## src/rtl/excret_pkg.sv

```systemverilog
package excret_pkg;

  typedef enum logic {
    OP_RFE = 1'b0,
    OP_RFN = 1'b1
  } retOp_e;

  // Strobes issued by control to the datapath each cycle.
  typedef struct packed {
    logic capture;      // update the status word
    logic swapStack;    // user mode entered: swap stack pointers
    logic forcePend;    // force the pending flag to one
    logic forceNmiMask; // force the NMI-mask flag to one
  } retCtrl_t;

endpackage

```

## src/rtl/excret_ctrl.sv

```systemverilog
module excret_ctrl
  import excret_pkg::*;
(
  input  logic     execEn,
  input  logic     isRfn,
  input  logic     oldRFlag,
  input  logic     shiftedUFlag,
  output retCtrl_t ctrl
);

  retOp_e opSel;

  always_comb begin
    opSel = retOp_e'(isRfn);
    ctrl.capture      = execEn;
    ctrl.swapStack    = execEn && shiftedUFlag;
    ctrl.forcePend    = execEn && !oldRFlag;
    ctrl.forceNmiMask = execEn && (opSel == OP_RFN);
  end

endmodule

```

## src/rtl/excret_dp.sv

```systemverilog
module excret_dp
  import excret_pkg::*;
#(
  parameter int DATA_W    = 32,
  parameter int KEEP_HI   = 2,
  parameter int GAP_W     = 2,
  parameter int POP_SHIFT = 10,
  parameter int U_BIT     = 6,
  parameter int P_BIT     = 7,
  parameter int R_BIT     = 8,
  parameter int M_BIT     = 9
) (
  input  logic              clk,
  input  logic              rstN,
  input  retCtrl_t          ctrl,
  input  logic [DATA_W-1:0] statusIn,
  input  logic [DATA_W-1:0] spIn,
  input  logic [DATA_W-1:0] uspIn,
  output logic              oldRFlag,
  output logic              shiftedUFlag,
  output logic [DATA_W-1:0] statusOut,
  output logic [DATA_W-1:0] spOut,
  output logic [DATA_W-1:0] kspOut
);

  localparam int FIELD_W = DATA_W - KEEP_HI - GAP_W;
  localparam logic [DATA_W-1:0] KEEP_MASK =
    {{KEEP_HI{1'b1}}, {(DATA_W - KEEP_HI){1'b0}}};
  localparam logic [DATA_W-1:0] FIELD_MASK =
    {{(KEEP_HI + GAP_W){1'b0}}, {FIELD_W{1'b1}}};

  logic [DATA_W-1:0] shiftedWord;
  logic [DATA_W-1:0] newStatus;

  assign shiftedWord  = (statusIn & KEEP_MASK) | ((statusIn & FIELD_MASK) >> POP_SHIFT);
  assign oldRFlag     = statusIn[R_BIT];
  assign shiftedUFlag = shiftedWord[U_BIT];

  // Overlay the forced flags on the shifted word, bit by bit.
  for (genvar gi = 0; gi < DATA_W; gi++) begin : g_flagMerge
    if (gi == P_BIT && gi == M_BIT) begin : g_both
      assign newStatus[gi] = shiftedWord[gi] | ctrl.forcePend | ctrl.forceNmiMask;
    end else if (gi == P_BIT) begin : g_pend
      assign newStatus[gi] = shiftedWord[gi] | ctrl.forcePend;
    end else if (gi == M_BIT) begin : g_nmi
      assign newStatus[gi] = shiftedWord[gi] | ctrl.forceNmiMask;
    end else begin : g_pass
      assign newStatus[gi] = shiftedWord[gi];
    end
  end

  always_ff @(posedge clk or negedge rstN) begin
    if (!rstN) begin
      statusOut <= '0;
      spOut     <= '0;
      kspOut    <= '0;
    end else if (ctrl.capture) begin
      statusOut <= newStatus;
      if (ctrl.swapStack) begin
        kspOut <= spIn;
        spOut  <= uspIn;
      end else begin
        spOut  <= spIn;
      end
    end
  end

endmodule

```

## src/rtl/exc_return_unit.sv

```systemverilog
module exc_return_unit
  import excret_pkg::*;
#(
  parameter int DATA_W    = 32,
  parameter int KEEP_HI   = 2,
  parameter int GAP_W     = 2,
  parameter int POP_SHIFT = 10,
  parameter int U_BIT     = 6,
  parameter int P_BIT     = 7,
  parameter int R_BIT     = 8,
  parameter int M_BIT     = 9
) (
  input  logic              clk,
  input  logic              rstN,
  input  logic              execEn,
  input  logic              isRfn,
  input  logic [DATA_W-1:0] statusIn,
  input  logic [DATA_W-1:0] spIn,
  input  logic [DATA_W-1:0] uspIn,
  output logic [DATA_W-1:0] statusOut,
  output logic [DATA_W-1:0] spOut,
  output logic [DATA_W-1:0] kspOut
);

  retCtrl_t ctrl;
  logic     oldRFlag;
  logic     shiftedUFlag;

  excret_ctrl i_ctrl (
    .execEn       (execEn),
    .isRfn        (isRfn),
    .oldRFlag     (oldRFlag),
    .shiftedUFlag (shiftedUFlag),
    .ctrl         (ctrl)
  );

  excret_dp #(
    .DATA_W    (DATA_W),
    .KEEP_HI   (KEEP_HI),
    .GAP_W     (GAP_W),
    .POP_SHIFT (POP_SHIFT),
    .U_BIT     (U_BIT),
    .P_BIT     (P_BIT),
    .R_BIT     (R_BIT),
    .M_BIT     (M_BIT)
  ) i_dp (
    .clk          (clk),
    .rstN         (rstN),
    .ctrl         (ctrl),
    .statusIn     (statusIn),
    .spIn         (spIn),
    .uspIn        (uspIn),
    .oldRFlag     (oldRFlag),
    .shiftedUFlag (shiftedUFlag),
    .statusOut    (statusOut),
    .spOut        (spOut),
    .kspOut       (kspOut)
  );

endmodule

```

## config.mk

```make
export PLATFORM = sky130hd
export DESIGN_NAME = exc_return_unit
export DESIGN_NICKNAME = d
export VERILOG_FILES = /design/src/rtl/excret_pkg.sv /design/src/rtl/excret_ctrl.sv /design/src/rtl/excret_dp.sv /design/src/rtl/exc_return_unit.sv
export SDC_FILE = /design/constraint.sdc
export NUM_CORES = 1
export LEC_CHECK = 0
export BUFFER_PORTS_ARGS = -buffer_cell sky130_fd_sc_hd__buf_2
export CAP_MARGIN = 20
export CORE_ASPECT_RATIO = 1.2
export CORE_MARGIN = 10
export CORE_UTILIZATION = 48
export DETAILED_ROUTE_END_ITERATION = 16
export HOLD_SLACK_MARGIN = 0.05
export PLACE_DENSITY_LB_ADDON = 0.05
export REMOVE_ABC_BUFFERS = 1
export SYNTH_ARGS = -nofsm -noshare
export SYNTH_HDL_FRONTEND = slang
export SYNTH_HIERARCHICAL = 1
export SYNTH_SLANG_ARGS = --single-unit
export TNS_END_PERCENT = 5
```

## constraint.sdc

```tcl
create_clock -name clk -period 1.92 [get_ports clk]
set_input_delay 0.288 -clock clk [delete_from_list [all_inputs] [get_ports clk]]
set_output_delay 0.288 -clock clk [all_outputs]
set_load 0.1 [all_outputs]
```

* Word level (Yosys, flattened, before mapping)
Cells that the tools add are included.
W data, S select, Z words.
** Operators by class
- Shift-type cells :: 0
- Bitwise operators :: 3
- Equality and inequality tests :: 0
- Mux-type cells :: 1
- Multipliers :: 0
- Add/subtract/negate cells :: 0
- Reduce and logical (&&, ||, !) cells :: 5
- Divide/modulo/power cells :: 0
- Magnitude comparators :: 0
** Operators by type and width (count)
- $mux W32 :: 1
- $or A32 B18 Y32 :: 1
- $logic_and A1 B1 Y1 :: 3
- $or A1 B1 Y1 :: 2
- $reduce_and A2 Y1 :: 1
- $logic_not A1 Y1 :: 1
** Word-level totals
- Input port bits :: 100
- Output and inout bits :: 96
- ROM bits :: 0
- Memories :: 0
- Register bits after elaboration :: 96
- Logic and storage cells :: 12
- Memory bits (writable) :: 0
- Latch bits :: 0

* Longest topological paths before layout
Gate-level depths: netlist of the first run.
- Word-level depth :: 3
- Depth in mapped cells :: 6
- Mapped depth without buffers :: 3

* Modules after synthesis
The synthesis of the first run kept the hierarchy.
** By module, submodules not included
- excret_dp :: area an instance 3642.2 um2, instances 1, cells an instance 269
- excret_ctrl :: area an instance 33.8 um2, instances 1, cells an instance 4

* Least setup slack after synthesis of the first run
No wires, ideal clock.
- Path type :: input to register
- Start :: input statusIn[16]
- End :: register i_dp.kspOut[10]
- Library setup time :: 0.125 ns
- Arrival :: 1.211 ns
- Path buffers :: 3
- Cell stages on the path :: 6
- Slack :: 0.583 ns
- Cell sequence :: buf_4 and2_1 buf_4 nand2_4 buf_6 mux2_4
** RTL lines
- start: declaration :: RTL line exc_return_unit.sv:17 : input logic [DATA_W-1:0] statusIn,
- end signal: assignment :: RTL line excret_dp.sv:60 : kspOut <= spIn;
- end: declaration :: RTL line excret_dp.sv:23 : output logic [DATA_W-1:0] kspOut

* Final worst setup path of the first run
- Start :: register i_dp.kspOut[22]
- End :: output kspOut[22]
** RTL lines
- end: declaration :: RTL line exc_return_unit.sv:22 : output logic [DATA_W-1:0] kspOut
No word-level cell between the ends.

==> results.py, run 1 <==
metrics = {
    "timing": {
        "period_needed_ns": 1.45,
        "maxClockFrequency_mhz": 691,
        "drv_slew": 0,
        "slew-limit-headroom_pct": 58.2,
        "min_period_over_period_pct": 75.4,
        "final-setup-viol-count": 0,
        "total_count_of_hold_check_failures_in_the_final_report": 0,
        "skew_ns": 0,
        "tightest_slew_ns": 0.628,
        "timing.setup.tns_ns": 0,
        "grt_setup_unrepaired": "no",
    },
    "synthesis": {
        "mean_syn_cell_area_um2": 13.5,
        "synth_compound_gate_area_share_pct": 4.63,
        "yosys_warnings": 6,
        "synth_mux_area_share_pct": 27.1,
        "post_synth_instance_area_um2": 3680,
        "dominant_combinational_cell_family_by_area_after_synthesis": "multiplexers",
        "ys_seq_elements": 84,
        "cells_after_synth": 273,
        "synth.yosys.seq_area_share_pct": 57.2,
        "synth_cell_types": 14,
        "synth_simple_gate_area_share_pct": 4.70,
        "yosys.area_share.xor_xnor_pct": 0,
        "post_synth_fa_ha_maj_area_fraction_pct": 0,
    },
    "worst_setup_path": {
        "critical_path.n_buffers_inverters": 1,
        "crit_path_top_delay_cell": "sky130_fd_sc_hd__buf_2",
        "reg2reg_depth": 1,
        "arrival_ns": 1.16,
        "timing.critical_path.to_type": "output pin",
        "setup.worst_path.start_class": "flop",
        "crit_family": "buffers and inverters",
        "path_depth": 1,
        "worstPathMaxFanout": 2,
        "crit_chain": "buf_2",
        "worst_path_largest_cell_delay_ns": 0.44,
        "cp.required_ns": 1.63,
        "crit_type": "reg2out",
    },
    "pwr": {
        "report.power.total_w": 0.00608,
        "peakVddDrop_v": 0.000704,
        "pwr_density_cell_nw_per_um2": 1280,
        "leakage_nw": 2.43,
    },
    "drt": {
        "route.detailed.wl_per_inst_um": 17.7,
        "detail_route.wirelength_um": 9560,
        "num_vias": 2616,
        "drt-initial-drc-count": 93,
        "route.met3.wl_um": 1170,
        "highest-signal-layer": "met4",
        "vias_per_inst": 4.85,
        "first_pass_iters": 4,
        "detail_route.drc_violations": 0,
        "met2_length_um": 4680,
        "met1_length_um": 3540,
        "antenna_violating_nets_post_route": 0,
    },
    "layout": {
        "post-route-cell-area_um2": 4750,
        "nets": 544,
        "antennaDiodeCount": 0,
        "final_common_cell": "sky130_fd_sc_hd__buf_2",
        "postLayoutCoreUtil_pct": 64.5,
        "mostFrequentLayoutCells": "sky130_fd_sc_hd__buf_2 (171), sky130_fd_sc_hd__dfrtp_1 (84), sky130_fd_sc_hd__nor2_1 (36)",
        "num-fill-cells": 622,
        "post_route_cells_drive_above_1_share_pct": 55.5,
        "layout-area-overhead-vs-synth_pct": 29.1,
    },
    "placed_design": {
        "finalWeightedCongestion": 0.726,
        "cell_area_after_placement_um2": 4550,
        "port_buffers": 172,
        "hpwl_um": 7290,
    },
    "floorplan": {
        "fp.dieArea_um2": 11600,
        "top_level_ports": 196,
        "std_cell_rows": 34,
        "fp.coreArea_um2": 7360,
        "die_boundary_width_um": 99.9,
        "die-height_um": 116,
        "initial_core_utilization_pct": 49.9,
    },
    "clocking": {
        "tritoncts": "built",
        "cts.clk_slew.worst_paths_ns": 0.09,
        "cts_htree_levels": 3,
        "cts-buffers-inserted": 9,
        "worst_skew_pair.late_latency_ns": 0.34,
        "cts.path.max_buffers": 2,
        "cts_post_setup_buffers_inserted": 0,
        "cts_repair_resize_count": 0,
        "cts_num_sinks": 84,
        "ctsRootBufferMaster": "sky130_fd_sc_hd__clkbuf_8",
    },
    "grt": {
        "antenna_found_initial": 0,
        "wire_length_of_the_first_global_routing_pass_um": 14900,
        "via_count_of_the_first_global_routing_pass": 2912,
        "global_route.usage.total_pct": 16.3,
        "overflow": 0,
        "pin_count_of_the_biggest_net_entering_global_routing": 60,
    },
    "status": {
        "run_status": "finished, final reports clean",
    },
    "min_path": {
        "whs_path_depth": 2,
        "min-delay-path-class": "in2reg",
    },
    "job": {
        "cap_viol_max_count": 0,
    },
}
## report_power, final
part / switching, W / internal [W]
Sequential: 0.000120 / 0.00201
Combinational: 0.00227 / 0.000506
Clock: 0.000637 / 0.000541
## path summary, 6_finish.rpt
kind,startpoint,end,slack [ns]
max reg2reg,i_dp/kspOut[24],i_dp/kspOut[24],1.16
min,statusIn[30],i_dp/statusOut[30],0.16
max in group asynchronous,rstN,i_dp/statusOut[1],0.91
max,i_dp/kspOut[22],kspOut[22],0.47
min in group asynchronous,rstN,i_dp/kspOut[2],0.43
min reg2reg,i_dp/statusOut[1],i_dp/statusOut[1],0.50
## what timing repair did
action / CTS / global route
setup endpoints to repair: 0 / 0
hold endpoints to repair: 32 / 0
hold buffers: 1 / 0
## through the flow
stage,std cells,hold WS (ns),setup slack (ns)
6_report,539,0.161,0.472
5_1_grt,539,0.144,0.413
4_1_cts,539,0.146,0.446
3_5_place_dp,522,0.270,0.410
3_3_place_gp,522,0.270,0.419
2_1_floorplan,252,-0.00759,-0.745
## area by class of cell
class	instances	area [um^2]	share of cell area, %
well taps	90	113	2.37
clock inverters	5	36.3	0.765
flip-flops and latches	84	2100	44.3
clock buffers	11	151	3.19
repair buffers	181	958	20.2
multi-input cells	168	1390	29.2
## cell families after synthesis
kind of cell | after synthesis
buffers and inverters | 32
AOI/OAI and AO/OA | 34
muxes | 82
other | 1
and+or+nand+nor | 40
DFF | 84
## sequential cells by signal, summed over array words and instances (netlist names)
register	cells
i_dp/kspOut	32
i_dp/statusOut	20
i_dp/spOut	32
## metal layers
| layer | vias up | global-route usage, % |
|---|---|---|
| met3 | 12 | 8.70 |
| met1 | 1249 | 17.5 |
| met4 | 0 | 6.51 |
| li1 | 1254 | - |
| met5 | - | 0 |
| met2 | 101 | 26.4 |
## cell usage after synthesis
library cell,number,area share (%)
sky130_fd_sc_hd__a21oi_1,34,4.6
sky130_fd_sc_hd__and2_1,2,0.34
sky130_fd_sc_hd__buf_2,5,0.68
sky130_fd_sc_hd__buf_4,22,4.5
sky130_fd_sc_hd__buf_6,3,0.92
sky130_fd_sc_hd__clkbuf_1,2,0.20
sky130_fd_sc_hd__conb_1,1,0.10
sky130_fd_sc_hd__dfrtp_1,84,57
sky130_fd_sc_hd__mux2_2,20,6.1
sky130_fd_sc_hd__mux2_4,30,12
sky130_fd_sc_hd__mux2i_1,32,8.7
sky130_fd_sc_hd__nand2_4,1,0.31
sky130_fd_sc_hd__nor2_1,36,3.7
sky130_fd_sc_hd__nor2b_4,1,0.37
(Power assumes the default switching activity.)
==> run 2: changes to the inputs <==
- CORE_UTILIZATION: 48 -> 45
- clock period: 1.92 -> 1.35 ns (I/O delays scaled with it)
==> run 2 against run 1 <==
- global-route usage fell by 0.14 points
- flip-flop and latch count unchanged
- sequential power increased by 43%
- wire length is 2.8% higher
- via count shrank 0.19%
- highest routed layer unchanged
- combinational power grew 51%
- hold slack lost 0.083 ns
- worst setup slack lost 0.35 ns
- non-clock buffer count rose by 2
==> results.py, run 2 (same netlist as run 1, synthesis figures left out) <==
metrics = {
    "worst_setup_path": {
        "cp.required_ns": 1.15,
        "crit_chain": "clkbuf_4",
        "crit_path_top_delay_cell": "sky130_fd_sc_hd__dfrtp_1",
        "arrival_ns": 1.02,
        "crit_type": "reg2out",
        "worstPathMaxFanout": 2,
        "timing.critical_path.to_type": "output pin",
        "setup.worst_path.start_class": "flop",
        "worst_path_largest_cell_delay_ns": 0.35,
        "crit_family": "flip-flops",
        "critical_path.n_buffers_inverters": 1,
    },
    "drt": {
        "detail_route.wirelength_um": 9830,
        "vias_per_inst": 4.77,
        "detail_route.drc_violations": 0,
        "num_vias": 2611,
        "antenna_violating_nets_post_route": 0,
        "first_pass_iters": 4,
        "drt-initial-drc-count": 89,
        "route.detailed.wl_per_inst_um": 18.0,
    },
    "timing": {
        "skew_ns": 0,
        "period_needed_ns": 1.23,
        "drv_slew": 0,
        "whs_ns": 0.0785,
        "maxClockFrequency_mhz": 816,
        "finalWorstSetupSlack_ns": 0.124,
        "total_count_of_hold_check_failures_in_the_final_report": 0,
        "final-setup-viol-count": 0,
        "grt_setup_unrepaired": "no",
        "min_period_over_period_pct": 90.8,
        "timing.setup.tns_ns": 0,
    },
    "floorplan": {
        "die_boundary_width_um": 103,
        "std_cell_rows": 36,
        "fp.dieArea_um2": 12200,
        "die-height_um": 119,
        "fp.coreArea_um2": 8060,
        "initial_core_utilization_pct": 45.6,
        "top_level_ports": 196,
    },
    "clocking": {
        "worst_skew_pair.late_latency_ns": 0.34,
        "ctsRootBufferMaster": "sky130_fd_sc_hd__clkbuf_8",
        "tritoncts": "built",
        "cts_num_sinks": 84,
        "cts_htree_levels": 3,
        "cts.clk_slew.worst_paths_ns": 0.08,
        "cts-buffers-inserted": 9,
        "cts_post_setup_buffers_inserted": 0,
        "cts.path.max_buffers": 2,
    },
    "status": {
        "run_status": "finished, final reports clean",
    },
    "layout": {
        "post_route_cells_drive_above_1_share_pct": 55.4,
        "top_regs": "i_dp/kspOut: 32 flops, i_dp/spOut: 32 flops, i_dp/statusOut: 20 flops",
        "final_common_cell": "sky130_fd_sc_hd__buf_2",
        "layout-area-overhead-vs-synth_pct": 39.2,
        "nets": 546,
        "mostFrequentLayoutCells": "sky130_fd_sc_hd__buf_2 (87), sky130_fd_sc_hd__dfrtp_1 (84), sky130_fd_sc_hd__buf_4 (83)",
        "finish.cell_count_without_fillers": 547,
    },
    "pwr": {
        "report.power.total_w": 0.00934,
        "leakage_nw": 2.58,
        "peakVddDrop_v": 0.000952,
        "pwr_density_cell_nw_per_um2": 1830,
    },
    "job": {
        "cap_viol_max_count": 0,
    },
    "grt": {
        "global_route.usage.total_pct": 16.1,
        "overflow": 0,
        "wire_length_of_the_first_global_routing_pass_um": 15400,
        "via_count_of_the_first_global_routing_pass": 3022,
        "antenna_found_initial": 1,
        "pin_count_of_the_biggest_net_entering_global_routing": 85,
    },
    "placed_design": {
        "dp_cells": 529,
        "port_buffers": 172,
        "finalWeightedCongestion": 0.724,
        "place_worst_setup_slack_ns": 0.0355,
        "hpwl_um": 7370,
    },
    "min_path": {
        "min-delay-path-class": "in2reg",
    },
}
-- run 2: repair_timing --
action / CTS / global route
gates resized for setup: 79 / 3
hold endpoints to repair: 84 / 0
gates cloned: 0 / 0
endpoints found under the setup margin: 79 / 3
hold buffers: 1 / 0
-- run 2: worst paths after layout --
path | startpoint | to | slack (ns) | cells past startpoint
worst max-delay path | i_dp/kspOut[26] | kspOut[26] | 0.12 | 1
worst min-delay path | statusIn[10] | i_dp/statusOut[0] | 0.08 | 2
worst max register to register | i_dp/kspOut[28] | i_dp/kspOut[28] | 0.55 | 1
worst min register to register | i_dp/statusOut[5] | i_dp/statusOut[5] | 0.52 | 1
max in group asynchronous | rstN | i_dp/kspOut[21] | 0.55 | 3
min in group asynchronous | rstN | i_dp/kspOut[10] | 0.40 | 3
-- run 2: per-stage QoR --
step	cell area, um^2	utilization (%)
after floorplan	3490	-
after detailed placement	4660	57.8
after global routing	5120	63.5
after CTS	5110	63.3
final	5120	63.5
after global placement	4660	57.8
-- run 2: area by class of cell --
| class | instances | area, um^2 |
|---|---|---|
| fillers | 641 | 2950 |
| flip-flops and latches | 84 | 2100 |
| multi-input cells | 168 | 1390 |
| repair buffers | 183 | 1270 |
| clock buffers | 13 | 169 |
| well taps | 95 | 119 |
| clock inverters | 3 | 67.6 |
| diodes | 1 | 2.50 |
-- run 2: per-layer routing --
metal / up-vias / share of wire, % / global-route usage [%]
met5: - / 0 / 0
met4: 0 / 0.97 / 7.60
met3: 7 / 10 / 7.35
met2: 99 / 51 / 26.3
met1: 1244 / 38 / 17.3
li1: 1261 / - / -
-- run 2: where the power goes --
group	switching, W	total (W)	internal, W	leakage (nW)
clock network	0.000886	0.00208	0.00120	0.116
registers	0.000197	0.00305	0.00286	0.967
logic	0.00323	0.00421	0.000973	1.50
==> run 3: changes to the inputs <==
- GPL_ROUTABILITY_DRIVEN: unset -> 0
- MAX_ROUTING_LAYER: unset -> met4
==> run 3 against run 2 <==
- final area unchanged
- final cell count stayed put
- register-to-register slack is essentially flat
- core utilization did not move
- largest cell class unchanged
==> results.py, run 3 (same netlist as run 1, synthesis figures left out) <==
metrics = {
    "grt": {
        "wire_length_of_the_first_global_routing_pass_um": 15300,
        "overflow": 0,
        "pin_count_of_the_biggest_net_entering_global_routing": 85,
        "global_route.usage.total_pct": 16.6,
        "antenna_found_initial": 1,
        "via_count_of_the_first_global_routing_pass": 3025,
    },
    "clocking": {
        "ctsRootBufferMaster": "sky130_fd_sc_hd__clkbuf_8",
        "worst_skew_pair.late_latency_ns": 0.35,
        "tritoncts": "built",
        "cts-buffers-inserted": 9,
        "cts_post_setup_buffers_inserted": 0,
        "cts.path.max_buffers": 2,
        "cts_num_sinks": 84,
        "cts_htree_levels": 3,
        "cts.clk_slew.worst_paths_ns": 0.08,
    },
    "timing": {
        "timing.setup.tns_ns": 0,
        "grt_setup_unrepaired": "no",
        "total_count_of_hold_check_failures_in_the_final_report": 0,
        "drv_slew": 0,
        "skew_ns": 0,
        "min_period_over_period_pct": 91.0,
        "final-setup-viol-count": 0,
        "maxClockFrequency_mhz": 814,
        "finalWorstSetupSlack_ns": 0.122,
        "period_needed_ns": 1.23,
    },
    "pwr": {
        "net-switching-power_w": 0.00432,
        "power_report.internal_total_w": 0.00503,
        "power.clock.fraction_pct": 22.3,
        "share_comb_of_total_power_pct": 45.0,
        "relative_contribution_of_sequential_cells_to_total_power_pct": 32.7,
        "power.switching_fraction_pct": 46.2,
        "peakVddDrop_v": 0.000952,
        "pwr_density_cell_nw_per_um2": 1830,
        "leakage_nw": 2.58,
    },
    "worst_setup_path": {
        "critical_path.n_buffers_inverters": 1,
        "worstPathMaxFanout": 2,
        "arrival_ns": 1.03,
        "timing.critical_path.to_type": "output pin",
        "setup.worst_path.start_class": "flop",
        "path_depth": 1,
        "reg2reg_depth": 1,
        "register_to_register_setup_slack_ns": 0.55,
        "critical_path.reg2reg.endpoint": "i_dp/kspOut[28]",
        "crit_family": "flip-flops",
        "reg2reg_from": "i_dp/kspOut[28]",
        "crit_path_top_delay_cell": "sky130_fd_sc_hd__dfrtp_1",
        "worst_path_largest_cell_delay_ns": 0.37,
        "cp.required_ns": 1.15,
        "crit_chain": "buf_4",
        "crit_type": "reg2out",
    },
    "drt": {
        "route.detailed.wl_per_inst_um": 18.0,
        "detail_route.drc_violations": 0,
        "num_vias": 2614,
        "detail_route.wirelength_um": 9820,
        "first_pass_iters": 4,
        "vias_per_inst": 4.78,
        "antenna_violating_nets_post_route": 0,
        "drt-initial-drc-count": 112,
    },
    "layout": {
        "top_regs": "i_dp/kspOut: 32 flops, i_dp/spOut: 32 flops, i_dp/statusOut: 20 flops",
        "area.sequential_um2": 2100,
        "final_common_cell": "sky130_fd_sc_hd__buf_2",
        "num-fill-cells": 641,
        "layout-area-overhead-vs-synth_pct": 39.2,
        "post_route_cells_drive_above_1_share_pct": 55.4,
        "postLayoutCoreUtil_pct": 63.5,
        "finish.cell_count_without_fillers": 547,
        "mostFrequentLayoutCells": "sky130_fd_sc_hd__buf_2 (87), sky130_fd_sc_hd__dfrtp_1 (84), sky130_fd_sc_hd__buf_4 (83)",
        "multiInputGateArea_um2": 1390,
        "nets": 546,
    },
    "min_path": {
        "min_from": "statusIn[10]",
        "min-delay-path-class": "in2reg",
        "hold_end": "i_dp/statusOut[0]",
        "whs_path_depth": 2,
    },
    "floorplan": {
        "die_boundary_width_um": 103,
        "die-height_um": 119,
        "initial_core_utilization_pct": 45.6,
        "std_cell_rows": 36,
        "fp.coreArea_um2": 8060,
        "top_level_ports": 196,
        "fp.dieArea_um2": 12200,
    },
    "placed_design": {
        "hpwl_um": 7370,
        "port_buffers": 172,
        "place_worst_setup_slack_ns": 0.0355,
        "dp_cells": 529,
    },
    "job": {
        "cap_viol_max_count": 0,
    },
    "status": {
        "run_status": "finished, final reports clean",
    },
}
-- run 3: metrics by stage --
step           power [W]  cell area [um^2]  hold slack, ns
2_1_floorplan    0.00628              3490         -0.0931
3_3_place_gp     0.00708              4660           0.278
3_5_place_dp     0.00712              4660           0.273
4_1_cts          0.00944              5110          0.0503
5_1_grt          0.00967              5120          0.0627
6_report         0.00934              5120          0.0762
-- run 3: power by group through the flow --
stage	clock network (W)	logic (W)	registers, W
floorplan	0	0.000661	0.00561
global placement	0	0.00402	0.00307
detailed placement	0	0.00404	0.00308
CTS	0.00215	0.00423	0.00306
global route	0.00224	0.00433	0.00310
finish	0.00208	0.00421	0.00305
-- run 3: cell type report --
cell class	count	share of cell area [%]
antenna	1	0.0489
clock buffer	13	3.30
clock inverter	3	1.32
multi-input combinational	168	27.1
sequential	84	41.1
tap	95	2.32
timing repair buffer	183	24.8
-- run 3: worst max path at each step --
| stage | slack, ns | from | endpoint |
|---|---|---|---|
| 2_1_floorplan | -1.23 | statusIn[16] | i_dp/kspOut[10] |
| 3_3_place_gp | 0.06 | execEn | i_dp/spOut[11] |
| 3_5_place_dp | 0.04 | execEn | i_dp/spOut[11] |
| 4_1_cts | 0.00002 | i_dp/kspOut[26] | kspOut[26] |
| 5_1_grt | 0.06 | i_dp/statusOut[5] | statusOut[5] |
| 6_report | 0.12 | i_dp/kspOut[10] | kspOut[10] |
-- run 3: metal layers --
layer  global-route usage [%]  vias to the layer above  share of wire (%)
met3                     5.67                       12                8.2
met2                     26.3                       99                 51
met4                     7.60                        0                1.4
met5                        -                        -                  0
met1                     18.3                     1243                 39
li1                         -                     1260                  -
-- run 3: what timing repair did --
item / CTS / global route
gates cloned: 0 / 0
resized for setup: 79 / 3
hold buffers: 1 / 0
setup endpoints to repair: 79 / 3
endpoints found under the hold margin: 84 / 0
